==> config.mk <==
export PLATFORM = sky130hd
export DESIGN_NAME = stop_mode_ctrl
export DESIGN_NICKNAME = d
export VERILOG_FILES = /design/src/rtl/stop_mode_pkg.sv /design/src/rtl/pm_rst_sync.sv /design/src/rtl/pm_wake_sync.sv /design/src/rtl/pm_mode_decide.sv /design/src/rtl/pm_pin_hold.sv /design/src/rtl/pm_fsm.sv /design/src/rtl/stop_mode_ctrl.sv
export SDC_FILE = /design/constraint.sdc
export NUM_CORES = 1
export LEC_CHECK = 0
export ABC_AREA = 1
export CAP_MARGIN = 15
export CORE_AREA = 5 5 60 76
export DETAILED_ROUTE_END_ITERATION = 10
export DIE_AREA = 0 0 65 81
export PLACE_DENSITY = 0.72
export SYNTH_ARGS = -nofsm -noshare
export SYNTH_HDL_FRONTEND = slang
export SYNTH_SLANG_ARGS = --single-unit
export TNS_END_PERCENT = 100
==> constraint.sdc <==
create_clock -name clk -period 1.53 [get_ports clk]
set_clock_uncertainty 0.15 [all_clocks]
set_input_delay 0.2295 -clock clk [delete_from_list [all_inputs] [get_ports clk]]
set_output_delay 0.2295 -clock clk [all_outputs]
set_load 0.02 [all_outputs]
==> src/rtl/stop_mode_pkg.sv <==
package stop_mode_pkg;
  typedef enum logic [1:0] {
    PM_RUN      = 2'b00,
    PM_LITE     = 2'b01,
    PM_LITE_ACT = 2'b10,
    PM_DEEP     = 2'b11
  } pm_state_e;

  typedef struct packed {
    logic stop_en;
    logic dbg_en;
    logic lvd_en;
    logic lvd_stop_en;
    logic ppd_sel;
  } pm_ctl_t;
endpackage

==> src/rtl/pm_rst_sync.sv <==
module pm_rst_sync #(
  parameter int STAGES = 2
) (
  input  logic clk,
  input  logic arst_n,
  output logic rst_n_o
);
  logic [STAGES-1:0] chain_q;

  always_ff @(posedge clk or negedge arst_n) begin
    if (!arst_n) chain_q <= '0;
    else         chain_q <= {chain_q[STAGES-2:0], 1'b1};
  end

  assign rst_n_o = chain_q[STAGES-1];
endmodule

==> src/rtl/pm_wake_sync.sv <==
module pm_wake_sync #(
  parameter int STAGES = 2
) (
  input  logic clk,
  input  logic rst_n,
  input  logic pin_n,
  output logic low_o
);
  logic [STAGES-1:0] sync_q;
  logic [STAGES-1:0] sync_d;

  generate
    for (genvar i = 0; i < STAGES; i++) begin : g_stage
      if (i == 0) begin : g_first
        assign sync_d[i] = pin_n;
      end else begin : g_next
        assign sync_d[i] = sync_q[i-1];
      end
    end
  endgenerate

  always_ff @(posedge clk or negedge rst_n) begin
    if (!rst_n) sync_q <= '1;
    else        sync_q <= sync_d;
  end

  assign low_o = ~sync_q[STAGES-1];
endmodule

==> src/rtl/pm_mode_decide.sv <==
module pm_mode_decide
  import stop_mode_pkg::*;
(
  input  pm_ctl_t   ctl,
  output pm_state_e target,
  output logic      illegal
);
  always_comb begin
    illegal = 1'b0;
    target  = PM_RUN;
    if (!ctl.stop_en) begin
      illegal = 1'b1;
    end else if (ctl.dbg_en) begin
      target = PM_LITE_ACT;
    end else if (ctl.lvd_en && ctl.lvd_stop_en) begin
      target = PM_LITE_ACT;
    end else if (ctl.ppd_sel) begin
      target = PM_DEEP;
    end else begin
      target = PM_LITE;
    end
  end
endmodule

==> src/rtl/pm_pin_hold.sv <==
module pm_pin_hold #(
  parameter int W = 16
) (
  input  logic         clk,
  input  logic         rst_n,
  input  logic         capture,
  input  logic         release_i,
  input  logic [W-1:0] pin_in,
  output logic [W-1:0] pin_out,
  output logic         held
);
  logic         hold_q, hold_d;
  logic [W-1:0] lat_q;
  logic         lat_en;

  assign lat_en = capture && !hold_q;

  always_comb begin
    hold_d = hold_q;
    if (capture)        hold_d = 1'b1;
    else if (release_i) hold_d = 1'b0;
  end

  always_ff @(posedge clk or negedge rst_n) begin
    if (!rst_n) hold_q <= 1'b0;
    else        hold_q <= hold_d;
  end

  always_ff @(posedge clk or negedge rst_n) begin
    if (!rst_n)      lat_q <= '0;
    else if (lat_en) lat_q <= pin_in;
  end

  assign pin_out = hold_q ? lat_q : pin_in;
  assign held    = hold_q;

  // frozen pins do not move while no release arrives
  p_pins_frozen_r6: assert property (@(posedge clk) disable iff (!rst_n)
    (hold_q && !release_i) |=> (held && $stable(pin_out)));

  // an acknowledge releases the pins in the next cycle
  p_release_r8: assert property (@(posedge clk) disable iff (!rst_n)
    (hold_q && release_i && !capture) |=> (!held && pin_out == pin_in));
endmodule

==> src/rtl/pm_fsm.sv <==
module pm_fsm
  import stop_mode_pkg::*;
(
  input  logic      clk,
  input  logic      rst_n,
  input  logic      stop_exec,
  input  pm_state_e target,
  input  logic      illegal,
  input  logic      irq_pend,
  input  logic      wake_low,
  input  logic      pin_ack,
  output pm_state_e state_o,
  output logic      ill_req_o,
  output logic      wake_req_o,
  output logic      enter_deep,
  output logic      ack_release
);
  pm_state_e state_q, state_d;
  logic      ill_q, ill_d;
  logic      wrq_q, wrq_d;

  always_comb begin
    state_d = state_q;
    ill_d   = 1'b0;
    wrq_d   = 1'b0;
    unique case (state_q)
      PM_RUN: begin
        if (stop_exec) begin
          if (illegal) ill_d   = 1'b1;
          else         state_d = target;
        end
      end
      PM_LITE, PM_LITE_ACT: begin
        if (irq_pend) state_d = PM_RUN;
      end
      PM_DEEP: begin
        if (wake_low) begin
          state_d = PM_RUN;
          wrq_d   = 1'b1;
        end
      end
      default: state_d = PM_RUN;
    endcase
  end

  always_ff @(posedge clk or negedge rst_n) begin
    if (!rst_n) begin
      state_q <= PM_RUN;
      ill_q   <= 1'b0;
      wrq_q   <= 1'b0;
    end else begin
      state_q <= state_d;
      ill_q   <= ill_d;
      wrq_q   <= wrq_d;
    end
  end

  assign enter_deep  = (state_q == PM_RUN) && stop_exec && !illegal && (target == PM_DEEP);
  assign ack_release = (state_q == PM_RUN) && pin_ack;
  assign state_o     = state_q;
  assign ill_req_o   = ill_q;
  assign wake_req_o  = wrq_q;

  // refused stop gives one reset pulse and stays in run
  p_bad_stop_r1: assert property (@(posedge clk) disable iff (!rst_n)
    (state_q == PM_RUN && stop_exec && illegal) |=> (ill_req_o && state_o == PM_RUN));

  // no strobe, no departure from run
  p_strobe_needed_r5: assert property (@(posedge clk) disable iff (!rst_n)
    (state_q == PM_RUN && !stop_exec) |=> (state_o == PM_RUN));

  // deep stop ignores interrupts until the synchronized wakeup
  p_deep_stays_r7: assert property (@(posedge clk) disable iff (!rst_n)
    (state_q == PM_DEEP && !wake_low) |=> (state_o == PM_DEEP && !wake_req_o));

  // synchronized wakeup leaves deep stop with a restart pulse
  p_deep_wake_r7: assert property (@(posedge clk) disable iff (!rst_n)
    (state_q == PM_DEEP && wake_low) |=> (state_o == PM_RUN && wake_req_o));

  // light states return on an interrupt without restart
  p_light_exit_r9: assert property (@(posedge clk) disable iff (!rst_n)
    ((state_q == PM_LITE || state_q == PM_LITE_ACT) && irq_pend)
      |=> (state_o == PM_RUN && !wake_req_o));

  // the two request pulses never coincide
  p_req_excl_r1: assert property (@(posedge clk) disable iff (!rst_n)
    !(ill_req_o && wake_req_o));
endmodule

==> src/rtl/stop_mode_ctrl.sv <==
module stop_mode_ctrl
  import stop_mode_pkg::*;
#(
  parameter int PIN_W     = 16,
  parameter int N_DOM     = 3,
  parameter int SYNC_STG  = 2
) (
  input  logic             clk,
  input  logic             rst_n,
  input  logic             stop_exec,
  input  logic             stop_en,
  input  logic             dbg_en,
  input  logic             lvd_en,
  input  logic             lvd_stop_en,
  input  logic             ppd_sel,
  input  logic             irq_pend,
  input  logic             wake_n,
  input  logic             wake_pull_en,
  input  logic             pin_ack,
  input  logic [N_DOM-1:0] keep_dom,
  input  logic [PIN_W-1:0] pin_ctl_in,
  output logic [PIN_W-1:0] pin_ctl_out,
  output logic             core_pwr_en,
  output logic [N_DOM-1:0] dom_pwr_en,
  output logic             wake_pu_en,
  output logic [1:0]       mode_stat,
  output logic             ill_rst_req,
  output logic             wake_rst_req
);
  logic       srst_n;
  pm_ctl_t    ctl;
  pm_state_e  target, state;
  logic       illegal, wake_low, enter_deep, ack_release, held;
  logic [N_DOM-1:0] keep_q;

  assign ctl = '{stop_en: stop_en, dbg_en: dbg_en, lvd_en: lvd_en,
                 lvd_stop_en: lvd_stop_en, ppd_sel: ppd_sel};

  pm_rst_sync #(.STAGES(2)) u_rst (
    .clk(clk), .arst_n(rst_n), .rst_n_o(srst_n)
  );

  pm_wake_sync #(.STAGES(SYNC_STG)) u_wake (
    .clk(clk), .rst_n(srst_n), .pin_n(wake_n), .low_o(wake_low)
  );

  pm_mode_decide u_dec (
    .ctl(ctl), .target(target), .illegal(illegal)
  );

  pm_fsm u_fsm (
    .clk(clk), .rst_n(srst_n), .stop_exec(stop_exec), .target(target),
    .illegal(illegal), .irq_pend(irq_pend), .wake_low(wake_low),
    .pin_ack(pin_ack), .state_o(state), .ill_req_o(ill_rst_req),
    .wake_req_o(wake_rst_req), .enter_deep(enter_deep),
    .ack_release(ack_release)
  );

  pm_pin_hold #(.W(PIN_W)) u_pins (
    .clk(clk), .rst_n(srst_n), .capture(enter_deep), .release_i(ack_release),
    .pin_in(pin_ctl_in), .pin_out(pin_ctl_out), .held(held)
  );

  always_ff @(posedge clk or negedge srst_n) begin
    if (!srst_n)         keep_q <= '0;
    else if (enter_deep) keep_q <= keep_dom;
  end

  assign core_pwr_en = (state != PM_DEEP);
  assign dom_pwr_en  = (state == PM_DEEP) ? keep_q : '1;
  assign wake_pu_en  = wake_pull_en;
  assign mode_stat   = state;

  // deep stop always has frozen pins
  p_deep_pins_held_r6: assert property (@(posedge clk) disable iff (!srst_n)
    (state == PM_DEEP) |-> held);

  // optional domains in deep stop reflect keep bits taken at the strobe
  p_keep_taken_r6: assert property (@(posedge clk) disable iff (!srst_n)
    enter_deep |=> (dom_pwr_en == $past(keep_dom) && !core_pwr_en));
endmodule

Word level (Yosys, flattened, before mapping)
Index checks and enable logic that the tools add are counted.
- bits of input ports: 31
- word-level logic and storage cells: 46
- output and inout port bits: 25
- register bits: 28
- eq/ne operators: 9
- reductions and logical operators: 11
- muxes and demuxes: 18
- operators with widths (operator ; number):
    $mux 16 ; 1
    $mux 2 ; 8
    $ne 2x2->1 const B ; 5
    $mux 1 ; 7
    $eq 2x2->1 const B ; 3
    $logic_and 1x1->1 ; 6
    $pmux 2 s3 ; 1
    $reduce_and 4->1 ; 1
    $mux 3 ; 1
    $eq 2x1->1 const B ; 1
    $logic_not 2->1 ; 1
    $reduce_bool 2->1 ; 1
    $reduce_or 2->1 ; 1
    $logic_not 1->1 ; 1

Depth between registers and ports, before layout
Gate-level depths: netlist (run 1).
- word-level depth: 7
- gate-level depth with buffers: 8
- depth with buffers taken out: 8

Modules after synthesis
Synthesis (run 1) repeated with hierarchy kept, for this count alone.
- cell total of the unflattened synthesis: 195
- area, all modules: 1526.5 µm²
- by module, submodules not included (module ; area an instance (µm²) ; seq. area each (µm²) ; instances ; cells each):
    pm_pin_hold ; 983.4 ; 425.4 ; 1 ; 124
    pm_fsm ; 247.7 ; 100.1 ; 1 ; 35
    stop_mode_ctrl ; 150.1 ; 75.1 ; 1 ; 21
    pm_wake_sync ; 56.3 ; 52.6 ; 1 ; 3
    pm_rst_sync ; 53.8 ; 50.0 ; 1 ; 3
    pm_mode_decide ; 35.0 ; 0.0 ; 1 ; 9

Worst setup path before layout (run 1)
No wires, ideal clock.
- path kind: register to register
- start point: reg u_fsm.state_q[0] (netlist: u_fsm.state_o[0])
- end point: reg u_pins.lat_q[0]
- data required time: 1.263 ns
- stages on the path, launching flop included: 9
- setup time: 0.117 ns
- clock period less this slack: 1.591 ns
- path slack: -0.061 ns
- buffers on the path: 1
- arrival time: 1.324 ns
- path through: dfrtp_1 -> inv_1 -> ha_1 -> nand2_1 -> nor2_4 -> nand3_4 -> buf_6 -> nand2_1 -> nand2_1
- word-level cells in the longest chain between the ends: 5
- RTL lines (element ; RTL line ; text):
    start: declaration ; pm_fsm.sv:18 ; pm_state_e state_q, state_d;
    start signal: assignment ; pm_fsm.sv:52 ; state_q <= state_d;
    $logic_not 2->1 ; pm_fsm.sv:58 ; assign enter_deep = (state_q == PM_RUN) && stop_exec && !illegal && (target == PM_DEEP);
    $logic_and 1x1->1 (3 in series) ; pm_fsm.sv:58 ;
    $logic_and 1x1->1 ; pm_pin_hold.sv:16 ; assign lat_en = capture && !hold_q;
    end signal: assignment ; pm_pin_hold.sv:31 ; else if (lat_en) lat_q <= pin_in;
    end: declaration ; pm_pin_hold.sv:13 ; logic [W-1:0] lat_q;
No other way between the ends.
A chain may end at the register's enable or synchronous reset.

Worst setup path in the final report (run 1)
- start point: reg u_fsm.state_q[1] (netlist: u_fsm.state_o[1])
- end point: reg u_pins.lat_q[12]
The elaborated chain is that of the path after synthesis.

==> metrics.txt, run 1 <==
# TYPE chip_impl_metric gauge
chip_impl_info{name="outcome",value="finished with violations"} 1
chip_impl_info{name="violations",value="negative setup slack"} 1
chip_impl_metric{name="placementRows",unit=""} 25
chip_impl_metric{name="clk-insertion-delay-late",unit="ns"} 0.27
chip_impl_metric{name="syn-mean-instance-area",unit="µm²"} 7.74
chip_impl_metric{name="crit_path_max_fanout",unit=""} 8
chip_impl_metric{name="instances_no_fill",unit=""} 317
chip_impl_metric{name="worst_setup_slack_before_clock_tree_synthesis",unit="ns"} -0.285
chip_impl_metric{name="place.port_buffers",unit=""} 53
chip_impl_metric{name="syn-instance-count",unit=""} 186
chip_impl_metric{name="yosys.area_share.simple",unit="%"} 40.3
chip_impl_metric{name="wl_met3",unit="µm"} 146
chip_impl_metric{name="fp.dieW",unit="µm"} 65
chip_impl_metric{name="via_count_of_the_first_global_routing_pass",unit=""} 1536
chip_impl_metric{name="cellLeakagePower",unit="nW"} 1.36
chip_impl_metric{name="cts.path.max_buffers",unit=""} 2
chip_impl_metric{name="worst_hold_slack",unit="ns"} 0.0915
chip_impl_metric{name="number_of_vias_per_cell_after_detailed_routing",unit=""} 4.99
chip_impl_metric{name="length_of_routed_met2_wiring",unit="mm"} 2.45
chip_impl_metric{name="grt_first_pass_wirelength",unit="mm"} 7.11
chip_impl_metric{name="ioPinCount",unit=""} 56
chip_impl_metric{name="mappedNetlistNets",unit=""} 220
chip_impl_metric{name="max_cap_viol_count",unit=""} 0
chip_impl_metric{name="yosys_warnings",unit=""} 0
chip_impl_metric{name="avgRoutedWirePerCell",unit="µm"} 14.2
chip_impl_metric{name="fin_total_pwr",unit="mW"} 3.65
chip_impl_metric{name="synth.area.mux_share",unit="%"} 0
chip_impl_metric{name="detailroute.via_count",unit=""} 1582
chip_impl_metric{name="setup_ws",unit="ns"} -0.141
chip_impl_metric{name="power_density_relative_to_cell_area",unit="nW/µm²"} 1360
chip_impl_metric{name="grt-ovfl-total",unit=""} 0
chip_impl_info{name="clockRootBuffer",value="clkbuf_8"} 1
chip_impl_metric{name="final_layout_size_suffix_gt1_share",unit="%"} 49.5
chip_impl_metric{name="antenna-diode-count",unit=""} 0
chip_impl_metric{name="globalplace.congestion",unit=""} 0.775
chip_impl_metric{name="final-setup-viol-count",unit=""} 38
chip_impl_metric{name="timing.final.crit_period",unit="ns"} 1.67
chip_impl_metric{name="antenna_violations_before_repair",unit=""} 0
chip_impl_metric{name="first_pass_iters",unit=""} 4
chip_impl_metric{name="crit_arrival",unit="ns"} 1.69
chip_impl_metric{name="cts.htree.levels",unit=""} 1
chip_impl_metric{name="post_route_antenna_net_violation_count",unit=""} 0
chip_impl_metric{name="yosys.area_share.xor_xnor",unit="%"} 0
chip_impl_info{name="main_combinational_cell_family_by_area_after_synthesis",value="simple AND/OR/NAND/NOR gates"} 1
chip_impl_metric{name="synth.cell_area",unit="µm²"} 1440
chip_impl_metric{name="synth_sequential_area_ratio",unit="%"} 48.9
chip_impl_metric{name="drc",unit=""} 0
chip_impl_metric{name="dpl.cell_count",unit=""} 294
chip_impl_metric{name="hpwl",unit="mm"} 2.73
chip_impl_info{name="routed.top_layer",value="met4"} 1
chip_impl_metric{name="ys_seq_elements",unit=""} 28
chip_impl_metric{name="slowest_delay",unit="ns"} 0.44
chip_impl_metric{name="max-vdd-ir-drop",unit="µV"} 831
chip_impl_metric{name="fp.dieArea",unit="µm²"} 5270
chip_impl_metric{name="area_share_of_fa_ha_maj_cells_after_synthesis",unit="%"} 2.61
chip_impl_metric{name="worst_ep_required_time",unit="ns"} 1.55
chip_impl_metric{name="clock.fmax",unit="MHz"} 598
chip_impl_metric{name="setup_tns",unit="ns"} -3.01
chip_impl_info{name="crit_path_cells",value="buf_6 -> inv_4 -> ha_4 -> nand2_4 -> nor2_4 -> buf_6 -> nand3_4 -> nand2_1 -> nand2_1"} 1
chip_impl_metric{name="clock_sink_count",unit=""} 28
chip_impl_metric{name="layout.nets",unit=""} 312
chip_impl_metric{name="grt_max_degree",unit=""} 27
chip_impl_metric{name="grt_use_total",unit="%"} 17.4
chip_impl_metric{name="die_h",unit="µm"} 81
chip_impl_metric{name="cts-buffers-inserted",unit=""} 3
chip_impl_metric{name="area_delta_synth_final",unit="%"} 87.0
chip_impl_metric{name="drv_slew",unit=""} 0
chip_impl_info{name="clock_tree_from_tritoncts",value="built"} 1
chip_impl_metric{name="share_of_the_synthesized_area_in_compound_gates_ao_oa_aoi_oai",unit="%"} 0.609
chip_impl_metric{name="drt-met1-wl",unit="mm"} 1.86
chip_impl_metric{name="starting_density_of_the_core",unit="%"} 38.7
chip_impl_info{name="startpoint_class",value="flip-flop"} 1
chip_impl_metric{name="cts.clk_slew.worst_paths",unit="ns"} 0.09
chip_impl_info{name="timing.critical_path.to_type",value="flip-flop"} 1
chip_impl_metric{name="final-hold-violation-count",unit=""} 0
chip_impl_info{name="timing.setup.critical_path_class",value="reg2reg"} 1
chip_impl_metric{name="nFillCells",unit=""} 270
chip_impl_info{name="worst_path_max_delay_cell",value="dfrtp_2"} 1
chip_impl_metric{name="timing.final.crit_share",unit="%"} 109
chip_impl_info{name="unrepaired_setup_endpoints_after_global_routing",value="true"} 1
chip_impl_metric{name="count_of_distinct_cell_types_in_the_synthesized_netlist",unit=""} 19
chip_impl_info{name="worst_hold_path_type",value="reg2async"} 1
chip_impl_metric{name="detailedRoute.firstIterationViolations",unit=""} 83
chip_impl_metric{name="routed_wirelength",unit="mm"} 4.50
chip_impl_metric{name="core",unit="µm²"} 3720
## sequential cells by signal, indices dropped and copies added, names as in the netlist
name              flops
u_rst.chain_q         2
u_fsm.wake_req_o      1
keep_q                3
u_fsm.ill_req_o       1
u_fsm.state_o         2
u_pins.held           1
u_wake.sync_q         2
u_pins.lat_q         16
## stage by stage
stage,area [µm²],util [%]
CTS,2560,68.7
detailed placement,2170,58.3
global placement,2170,58.3
floorplan,1450,-
finish,2690,72.3
global route,2690,72.3
## cell type report
cell class	instances	area (µm²)	share of cell area [%]
well taps	40	50.0	1.86
flip-flops and latches	28	707	26.3
clock buffers	4	55.1	2.05
multi-input cells	139	851	31.6
repair buffers	97	985	36.6
inverters	9	43.8	1.63
## power breakdown
group	leakage [nW]	switching (mW)	total (mW)	internal [mW]
registers	0.347	0.184	1.20	1.01
logic	0.981	0.969	1.99	1.03
clock network	0.0288	0.227	0.457	0.230
## worst paths after layout
kind	from	endpoint	slack, ns	depth (start not counted)
hold reg to reg	u_rst.chain_q[1]$_DFF_PN0_	u_pins.lat_q[8]$_DFFE_PN0P_	0.09	1
hold / removal	u_rst.chain_q[1]$_DFF_PN0_	u_pins.lat_q[8]$_DFFE_PN0P_	0.09	1
min in group clk	wake_n	u_wake.sync_q[0]$_DFF_PN1_	0.20	1
setup reg to reg	u_fsm.state_o[1]$_DFFE_PN0P_	u_pins.lat_q[12]$_DFFE_PN0P_	-0.14	9
max in group asynchronous	rst_n	u_rst.chain_q[1]$_DFF_PN0_	0.62	2
setup / recovery	u_fsm.state_o[1]$_DFFE_PN0P_	u_pins.lat_q[12]$_DFFE_PN0P_	-0.14	9
## cell usage after synthesis
cell type  instances  area (µm²)
nand2_2            1        6.26
nor2_1             4        15.0
inv_1              8        30.0
buf_6              2        22.5
buf_2              6        30.0
dfrtp_1           26         651
ha_1               3        37.5
dfstp_2            2        52.6
buf_4              2        15.0
conb_1             1        3.75
clkbuf_1           1        3.75
or2_2              3        18.8
nand2_1          101         379
nand3_4            1        17.5
nand3_1            4        20.0
nor2_4             1        11.3
a21oi_2            1        8.76
inv_2              1        3.75
nand4_1           18         113
## worst max-delay path: cells and delay by family, from the launching register on
family                   cells  cell delay [ns]
flip-flops                   1             0.44
AND/OR/NAND/NOR              5             0.51
adder cells (fa/ha/maj)      1             0.15
buffers and inverters        3             0.32
## cells by family (layout without fill, tap and decap cells)
family | after synthesis | in the layout
AOI/OAI and AO/OA | 1 | 1
adders and majority gates | 3 | 3
buffers and inverters | 20 | 110
DFF | 28 | 28
other | 1 | 1
and+or+nand+nor | 133 | 134
## metal layers
metal | up-vias | GRT usage (%)
met4 | 0 | 5.92
met1 | 770 | 20.4
met2 | 37 | 32.3
li1 | 771 | -
met5 | - | 0
met3 | 4 | 2.21
## cells in the final DEF (no fill, tap or decap), types with 3 or more instances in the layout
cell,instances
inv_4,4
nand2_2,39
dfrtp_1,23
dfrtp_2,3
or2_4,3
nor2_1,3
buf_6,33
clkbuf_8,4
clkdlybuf4s50_1,29
nand2_1,54
nand2_4,9
buf_4,26
nand4_1,18
inv_1,5
nand3_1,3
## timing repair
action	CTS	global route
gates resized for setup	164	55
setup endpoints to repair	43	41
pin swaps	16	22
gates cloned	4	0
hold endpoints to repair	2	0
setup buffers	12	6
hold buffers	1	0
Note: power is estimated with default switching activity, not from simulation.
==> run 2: changes to the inputs <==
--- a/config.mk
+++ b/config.mk
@@ -13,2 +13,3 @@
 export PLACE_DENSITY = 0.72
+export SLEW_MARGIN = 20
 export SYNTH_ARGS = -nofsm -noshare
@@ -16,2 +17 @@
 export SYNTH_SLANG_ARGS = --single-unit
-export TNS_END_PERCENT = 100
==> constraint.sdc (replaced) <==
create_clock -name clk -period 1.53 [get_ports clk]
set_clock_uncertainty 0.15 [all_clocks]
set_input_delay 0.153 -clock clk [delete_from_list [all_inputs] [get_ports clk]]
set_output_delay 0.153 -clock clk [all_outputs]
set_load 0.02 [all_outputs]
==> metrics.txt, run 2 (synthesis gave the netlist of run 1 again) <==
# TYPE chip_impl_metric gauge
chip_impl_metric{name="slowest_delay",unit="ns"} 0.44
chip_impl_metric{name="final_core_utilization",unit="%"} 68.4
chip_impl_metric{name="final_layout_size_suffix_gt1_share",unit="%"} 38.6
chip_impl_metric{name="nFillCells",unit=""} 295
chip_impl_metric{name="clk-insertion-delay-late",unit="ns"} 0.28
chip_impl_metric{name="crit_arrival",unit="ns"} 1.62
chip_impl_metric{name="antenna_violations_before_repair",unit=""} 0
chip_impl_metric{name="final-setup-viol-count",unit=""} 23
chip_impl_metric{name="grt_max_degree",unit=""} 23
chip_impl_metric{name="fp.dieW",unit="µm"} 65
chip_impl_metric{name="fin_total_pwr",unit="mW"} 3.51
chip_impl_metric{name="via_count_of_the_first_global_routing_pass",unit=""} 1389
chip_impl_metric{name="timing.final.crit_share",unit="%"} 104
chip_impl_metric{name="die_h",unit="µm"} 81
chip_impl_metric{name="starting_density_of_the_core",unit="%"} 38.7
chip_impl_metric{name="largest_register_ff_count",unit=""} 16
chip_impl_metric{name="detailroute.via_count",unit=""} 1529
chip_impl_metric{name="cellLeakagePower",unit="nW"} 1.31
chip_impl_info{name="largest_register",value="u_pins.lat_q"} 1
chip_impl_info{name="violations",value="negative setup slack"} 1
chip_impl_metric{name="post_route_antenna_net_violation_count",unit=""} 0
chip_impl_metric{name="worst_setup_slack_before_clock_tree_synthesis",unit="ns"} -0.199
chip_impl_metric{name="power_density_relative_to_cell_area",unit="nW/µm²"} 1380
chip_impl_metric{name="avgRoutedWirePerCell",unit="µm"} 13.5
chip_impl_metric{name="grt_first_pass_wirelength",unit="mm"} 6.22
chip_impl_metric{name="clock.fmax",unit="MHz"} 627
chip_impl_info{name="layout.cells.most_common_list",value="80 x nand2_1, 29 x buf_4, 29 x clkdlybuf4s50_1"} 1
chip_impl_metric{name="crit_path_max_fanout",unit=""} 8
chip_impl_metric{name="max-vdd-ir-drop",unit="µV"} 817
chip_impl_info{name="timing.critical_path.to_type",value="flip-flop"} 1
chip_impl_metric{name="max_cap_viol_count",unit=""} 0
chip_impl_metric{name="grt_use_total",unit="%"} 15.3
chip_impl_info{name="clockRootBuffer",value="clkbuf_8"} 1
chip_impl_metric{name="drv_slew",unit=""} 0
chip_impl_info{name="startpoint_class",value="flip-flop"} 1
chip_impl_metric{name="place.port_buffers",unit=""} 53
chip_impl_metric{name="first_pass_iters",unit=""} 4
chip_impl_metric{name="hpwl",unit="mm"} 2.74
chip_impl_info{name="worst_path_most_repeated_cell",value="nand2_1"} 1
chip_impl_info{name="worst_path_max_delay_cell",value="dfrtp_2"} 1
chip_impl_metric{name="cts-buffers-inserted",unit=""} 3
chip_impl_metric{name="grt-ovfl-total",unit=""} 0
chip_impl_metric{name="clock_sink_count",unit=""} 28
chip_impl_metric{name="layout.nets",unit=""} 307
chip_impl_info{name="outcome",value="finished with violations"} 1
chip_impl_metric{name="final-hold-violation-count",unit=""} 0
chip_impl_info{name="timing.setup.critical_path_class",value="reg2reg"} 1
chip_impl_info{name="clock_tree_from_tritoncts",value="built"} 1
chip_impl_metric{name="cts.htree.levels",unit=""} 1
chip_impl_metric{name="timing.final.crit_period",unit="ns"} 1.60
chip_impl_info{name="crit_path_cells",value="buf_6 -> inv_4 -> ha_4 -> nand2_4 -> nor2_4 -> buf_4 -> nand3_4 -> nand2_1 -> nand2_1"} 1
chip_impl_info{name="biggestRegsByFlops",value="u_pins.lat_q x16, keep_q x3"} 1
chip_impl_metric{name="globalplace.congestion",unit=""} 0.764
chip_impl_metric{name="core",unit="µm²"} 3720
chip_impl_metric{name="worst_ep_required_time",unit="ns"} 1.56
chip_impl_metric{name="setup_ws",unit="ns"} -0.0651
chip_impl_metric{name="number_of_vias_per_cell_after_detailed_routing",unit=""} 4.90
chip_impl_info{name="unrepaired_setup_endpoints_after_global_routing",value="true"} 1
chip_impl_metric{name="ioPinCount",unit=""} 56
chip_impl_metric{name="area_delta_synth_final",unit="%"} 77.0
chip_impl_metric{name="placementRows",unit=""} 25
chip_impl_info{name="mostFrequentLayoutCell",value="nand2_1"} 1
chip_impl_metric{name="cts.path.max_buffers",unit=""} 2
chip_impl_metric{name="antenna-diode-count",unit=""} 0
chip_impl_metric{name="fp.dieArea",unit="µm²"} 5270
chip_impl_metric{name="routed_wirelength",unit="mm"} 4.20
chip_impl_info{name="worst_hold_path_type",value="reg2async"} 1
chip_impl_metric{name="cts.clk_slew.worst_paths",unit="ns"} 0.10
chip_impl_metric{name="drc",unit=""} 0
chip_impl_metric{name="detailedRoute.firstIterationViolations",unit=""} 62
-- run 2: worst paths after layout --
| path | endpoint | slack (ns) | startpoint | cells past startpoint |
|---|---|---|---|---|
| setup / recovery | u_pins.lat_q[15]$_DFFE_PN0P_ | -0.07 | u_fsm.state_o[1]$_DFFE_PN0P_ | 9 |
| hold / removal | u_pins.lat_q[9]$_DFFE_PN0P_ | 0.06 | u_rst.chain_q[1]$_DFF_PN0_ | 1 |
| setup reg to reg | u_pins.lat_q[15]$_DFFE_PN0P_ | -0.07 | u_fsm.state_o[1]$_DFFE_PN0P_ | 9 |
| hold reg to reg | u_pins.lat_q[9]$_DFFE_PN0P_ | 0.06 | u_rst.chain_q[1]$_DFF_PN0_ | 1 |
| max in group asynchronous | u_rst.chain_q[1]$_DFF_PN0_ | 0.68 | rst_n | 2 |
| min in group clk | u_wake.sync_q[0]$_DFF_PN1_ | 0.12 | wake_n | 1 |
-- run 2: layout make-up --
class                   instances  area (µm²)  share of cell area, %
clock buffers                   3        41.3                   1.62
clock inverters                 1        30.0                   1.18
inverters                       9        43.8                   1.72
multi-input cells             139         766                   30.1
flip-flops and latches         28         706                   27.7
well taps                      40        50.0                   1.96
repair buffers                 92         911                   35.8
-- run 2: report_power, final --
| part | total, mW | internal (mW) | switching, mW |
|---|---|---|---|
| registers | 1.20 | 1.01 | 0.188 |
| clock network | 0.590 | 0.351 | 0.240 |
| logic | 1.72 | 0.859 | 0.858 |
-- run 2: critical path: cells and delay by family (launching register included) --
family                   cells  cell delay (ns)
adder cells (fa/ha/maj)      1             0.14
buffers and inverters        3             0.31
AND/OR/NAND/NOR              5             0.44
flip-flops                   1             0.44
-- run 2: what timing repair did --
item	CTS	global route
cloned	1	3
setup endpoints to repair	42	41
hold endpoints to repair	2	0
setup buffers	3	4
gates resized for setup	73	95
hold buffers	1	0
pin swaps	5	14
-- run 2: stage by stage --
| stage | area [µm²] | hold slack [ns] | setup TNS (ns) | cells |
|---|---|---|---|---|
| floorplan | 1450 | -0.293 | 0 | 186 |
| global placement | 2190 | 0.0287 | -4.49 | 296 |
| detailed placement | 2190 | 0.0320 | -5.21 | 296 |
| CTS | 2290 | 0.0432 | -1.66 | 305 |
| global route | 2550 | 0.0885 | -3.05 | 312 |
| finish | 2550 | 0.0563 | -0.801 | 312 |
-- run 2: per-layer routing --
| metal | wire length (µm) | GRT usage, % | up-vias |
|---|---|---|---|
| li1 | - | - | 762 |
| met1 | 1640 | 18.0 | 718 |
| met2 | 2300 | 27.6 | 44 |
| met3 | 183 | 1.38 | 5 |
| met4 | 74 | 7.40 | 0 |
| met5 | 0 | 0 | - |
